[src/rtl/bus_cycle_seq.sv]
module bus_cycle_seq #(
  parameter int AW  = 20,
  parameter int DW  = 8,
  parameter int WCW = 4
) (
  input  logic           clk,
  input  logic           rst_n,
  input  logic           req_i,
  input  logic           req_we_i,
  input  logic [AW-1:0]  req_addr_i,
  input  logic [DW-1:0]  req_wdata_i,
  input  logic [AW-1:0]  slow_base_i,
  input  logic [AW-1:0]  slow_mask_i,
  input  logic [WCW-1:0] slow_waits_i,
  input  logic [DW-1:0]  din_i,
  output logic           busy_o,
  output logic           done_o,
  output logic [DW-1:0]  rdata_o,
  output logic           ale_o,
  output logic           rd_o,
  output logic           wr_o,
  output logic           den_o,
  output logic           dtr_o,
  output logic [AW-1:0]  addr_o,
  output logic [DW-1:0]  dout_o,
  output logic           dout_oe_o,
  output logic           ready_o
);

  typedef enum logic [2:0] {S_IDLE, S_T1, S_T2, S_T3, S_TW, S_T4} st_t;

  st_t            st;
  logic [AW-1:0]  a_q;
  logic [DW-1:0]  wd_q;
  logic [DW-1:0]  rd_q;
  logic           we_q;
  logic [WCW-1:0] wcnt;
  logic           hit;
  logic           strobe;

  assign hit    = (a_q & slow_mask_i) == (slow_base_i & slow_mask_i);
  assign strobe = (st == S_T2) || (st == S_T3) || (st == S_TW);

  always_ff @(posedge clk) begin
    if (!rst_n) begin
      st   <= S_IDLE;
      a_q  <= '0;
      wd_q <= '0;
      rd_q <= '0;
      we_q <= 1'b0;
      wcnt <= '0;
    end else begin
      case (st)
        S_IDLE: if (req_i) begin
          a_q  <= req_addr_i;
          wd_q <= req_wdata_i;
          we_q <= req_we_i;
          st   <= S_T1;
        end
        S_T1: begin
          wcnt <= hit ? slow_waits_i : '0;
          st   <= S_T2;
        end
        S_T2: st <= S_T3;
        S_T3, S_TW: begin
          if (wcnt != '0) begin
            wcnt <= wcnt - 1'b1;
            st   <= S_TW;
          end else begin
            if (!we_q) rd_q <= din_i;
            st <= S_T4;
          end
        end
        S_T4: st <= S_IDLE;
        default: st <= S_IDLE;
      endcase
    end
  end

  assign busy_o    = st != S_IDLE;
  assign done_o    = st == S_T4;
  assign ale_o     = st == S_T1;
  assign wr_o      = strobe && we_q;
  assign rd_o      = strobe && !we_q;
  assign den_o     = strobe || (st == S_T4);
  assign dtr_o     = busy_o && we_q;
  assign dout_oe_o = den_o && we_q;
  assign dout_o    = wd_q;
  assign addr_o    = a_q;
  assign rdata_o   = rd_q;
  assign ready_o   = wcnt == '0;

  assert_ale_alone_R2: assert property (@(posedge clk) disable iff (!rst_n)
    ale_o |-> (!rd_o && !wr_o && !den_o && !done_o));

  assert_ale_then_strobe_R3: assert property (@(posedge clk) disable iff (!rst_n)
    ale_o |=> (rd_o || wr_o));

  assert_strobe_excl_R3: assert property (@(posedge clk) disable iff (!rst_n)
    !(rd_o && wr_o));

  assert_strobe_ends_in_t4_R3: assert property (@(posedge clk) disable iff (!rst_n)
    ($fell(wr_o) || $fell(rd_o)) |-> done_o);

  assert_done_pulse_R8: assert property (@(posedge clk) disable iff (!rst_n)
    done_o |=> (!done_o && !busy_o));

  assert_wait_stretch_R7: assert property (@(posedge clk) disable iff (!rst_n)
    (!ready_o && (st == S_T3 || st == S_TW)) |=> (st == S_TW && (rd_o || wr_o)));

  assert_miss_ready_R6: assert property (@(posedge clk) disable iff (!rst_n)
    (st == S_T2 && !hit) |-> ready_o);

  assert_addr_hold_R2: assert property (@(posedge clk) disable iff (!rst_n)
    (busy_o && !ale_o) |-> $stable(addr_o));

  assert_busy_hold_R9: assert property (@(posedge clk) disable iff (!rst_n)
    (busy_o && !done_o) |=> busy_o);

endmodule

[config.mk]
export PLATFORM = sky130hd
export DESIGN_NAME = bus_cycle_seq
export DESIGN_NICKNAME = d
export VERILOG_FILES = /design/src/rtl/bus_cycle_seq.sv
export SDC_FILE = /design/constraint.sdc
export NUM_CORES = 1
export LEC_CHECK = 0
export ABC_AREA = 1
export BUFFER_PORTS_ARGS = -buffer_cell sky130_fd_sc_hd__buf_4
export CORE_MARGIN = 2
export CORE_UTILIZATION = 40
export DETAILED_ROUTE_END_ITERATION = 16
export PLACE_DENSITY = 0.74
export SKIP_CTS_REPAIR_TIMING = 1
export SLEW_MARGIN = 10
export SYNTH_ARGS = -nofsm -noshare
export SYNTH_HDL_FRONTEND = slang
export SYNTH_SLANG_ARGS = --single-unit
[constraint.sdc]
create_clock -name clk -period 2.5 [get_ports clk]
set_clock_uncertainty 0.1 [all_clocks]
set_input_delay 0.125 -clock clk [delete_from_list [all_inputs] [get_ports clk]]
set_output_delay 0.125 -clock clk [all_outputs]
set_load 0.01 [all_outputs]
==> out/qor.yml <==
outcome:
  outcome: "finished, violations left"
  violations: "hold timing"
critical_path:
  crit_path_top_delay_cell: "dfxtp_1"
  crit_fanout: 12
  critPathMaxStageDelay_ns: 0.44
  worstPathCellList: "inv_1, o21a_4, a21oi_4, o21ai_2, nand2_1, inv_1, buf_4"
  critPathLaunchType: "flop"
  critPathCaptureType: "primary output"
  crit_family: "compound AO/OA/AOI/OAI gates"
  required_ns: 2.28
  crit_type: "flop to primary output"
  crit_arrival_ns: 1.62
  cpMostUsedCell: "inv_1"
  critical_path_buf_inv_count: 3
sta:
  min_period_ns: 1.84
  post-route-period-util_pct: 73.6
  setup-tns-final_ns: 0
  rsz0062_at_grt: "false"
  setup-violations-final: 0
  slew_headroom_pct: 75.1
  fmax_mhz: 543
  hold_ws_ns: -0.0283
  hold_violations: 1
  drv_slew: 0
  tightest_slew_ns: 0.373
route:
  wire_per_inst_um: 11.7
  route.detailed.drc: 0
  first_pass_iters: 4
  final_antenna_net_count: 0
  routed_wl_mm: 6.33
  viasPerCell: 4.66
  via_count: 2525
  drtIter0Drc: 52
clock_network:
  clk_pin_slew_ns: 0.08
  cts_sinks: 44
  clock_insertion_delay_worst_skew_ns: 0.29
  clk_path_buf_depth: 2
  cts_root_buffer: "clkbuf_8"
  tritoncts: "built"
  cts_buffers: 5
  htreeDepth: 2
floorplan:
  start_util_pct: 41.0
  core_area_um2: 5470
  die_height_um: 78.9
  io-pin-count: 129
  placementRows: 27
  die_w_um: 78.9
  dieArea_um2: 6220
final_layout:
  design_area_um2: 3420
  fillers: 500
  fin_util_pct: 62.6
  synthToLayoutAreaGrowth_pct: 52.6
  layout_commonest_cell: "buf_4"
  seqCellArea_um2: 881
  num-nets-final: 555
  antennaDiodeCount: 0
  drive_gt1_share_pct: 32.8
  final_cell_mix: "buf_4, inv_1, nand2_1"
  multi_input_area_um2: 1060
logic_synthesis:
  yosys.cell_types.count: 27
  syn_inst: 336
  synth_nets: 422
  synth.ff_latch_count: 44
  ys_seq_area_share_pct: 39.3
  avgSynthCellArea_um2: 6.68
  ys_warn_count: 0
  netlist_area_um2: 2240
power:
  p_sw_mw: 1.15
  power.total_mw: 2.90
  comb_power_share_pct: 47.3
  clkPwrFrac_pct: 16.2
  intPower_mw: 1.75
  swShare_pct: 39.8
  powerDensity_nw_per_um2: 847
  pwr-share-seq_pct: 36.5
  p_leak_nw: 1.77
  vdd_drop_max_uv: 446
run:
  max_cap_violations: 0
placement:
  place.gp.congestion: 0.793
  port_buffers: 128
  place_area_um2: 3260
  place_hpwl_mm: 4.85
grt:
  antenna_found_initial: 0
  grt_pass1_wl_mm: 10.1
  grt_max_degree: 44
  gr-total-overflow: 0
  grt_usage_pct: 20.1
  grt_pass1_vias: 2294
min_path:
  hp-class: "primary input to flop"
-- layout make-up --
| cell class | count | area share (%) |
|---|---|---|
| repair buffers | 137 | 30.5 |
| well taps | 72 | 2.63 |
| flip-flops and latches | 44 | 25.7 |
| clock inverters | 1 | 0.219 |
| clock buffers | 7 | 2.52 |
| inverters | 67 | 7.34 |
| multi-input cells | 214 | 31.0 |
-- power groups by stage --
stage / clock, mW / combinational (mW) / sequential, mW
floorplan: 0 / 0.753 / 1.12
global placement: 0 / 1.34 / 1.07
detailed placement: 0 / 1.37 / 1.07
CTS: 0.480 / 1.38 / 1.06
global route: 0.508 / 1.54 / 1.09
finish: 0.469 / 1.37 / 1.06
-- Yosys cell counts --
library cell	number	area share (%)
buf_6	1	0.50
o21ai_2	2	0.78
nand3b_1	1	0.33
nand2_1	49	8.2
or2_2	2	0.56
a31oi_1	1	0.28
buf_2	4	0.89
nand2_2	1	0.28
o21ai_1	2	0.45
nor2_8	1	0.89
nor2_1	43	7.2
a21oi_2	4	1.6
nand3_1	21	4.7
clkbuf_1	5	0.84
dfxtp_1	44	39
nand2_4	1	0.50
ha_1	2	1.1
nor2_4	1	0.50
nor3_1	1	0.22
inv_2	2	0.33
xor2_1	2	0.78
inv_1	65	11
a21oi_4	1	0.73
o21ai_0	47	10
buf_1	1	0.17
a21oi_1	31	6.9
o21a_4	1	0.67
-- cell families after synthesis --
kind of cell	Yosys count	synth area share, %
AND/OR/NAND/NOR	121	23.4
flip-flops	44	39.3
adder cells (fa/ha/maj)	2	1.12
XOR/XNOR	2	0.781
AO/OA/AOI/OAI	89	21.9
buffers and inverters	78	13.6
-- path summary, 6_finish.rpt --
path              from         end  slack, ns  cells past startpoint
max              st[2]   dout_oe_o       0.66                      7
min           din_i[2]  rdata_o[2]      -0.03                      3
max reg2reg      st[0]  rdata_o[2]       0.89                      8
min reg2reg  dout_o[6]   dout_o[6]       0.35                      2
-- worst register-to-register path, stage by stage (launching register included) --
cell     delay, ns
dfxtp_1       0.40
inv_1         0.12
o21ai_2       0.16
o21a_4        0.24
nand2_4       0.10
nor2_8        0.14
inv_2         0.10
nor2_1        0.10
nor2_1        0.06
-- state kept, by name, summed over array words and instances, names as in the netlist --
signal	count
we_q	1
dout_o	8
rdata_o	8
addr_o	20
wcnt	4
st	3
-- per-stage QoR --
| stage | cells | worst slack [ns] |
|---|---|---|
| 2_1_floorplan | 336 | 1.08 |
| 3_3_place_gp | 527 | 0.966 |
| 3_5_place_dp | 527 | 0.891 |
| 4_1_cts | 535 | 0.653 |
| 5_1_grt | 542 | 0.521 |
| 6_report | 542 | 0.659 |
-- layer usage --
metal  track usage [%]  share of wire, %
met5                 0                 0
met4              5.86               1.5
met3              5.23               7.1
met2              35.7                49
met1              23.8                43
No activity file was read; power rests on OpenSTA's default activity.
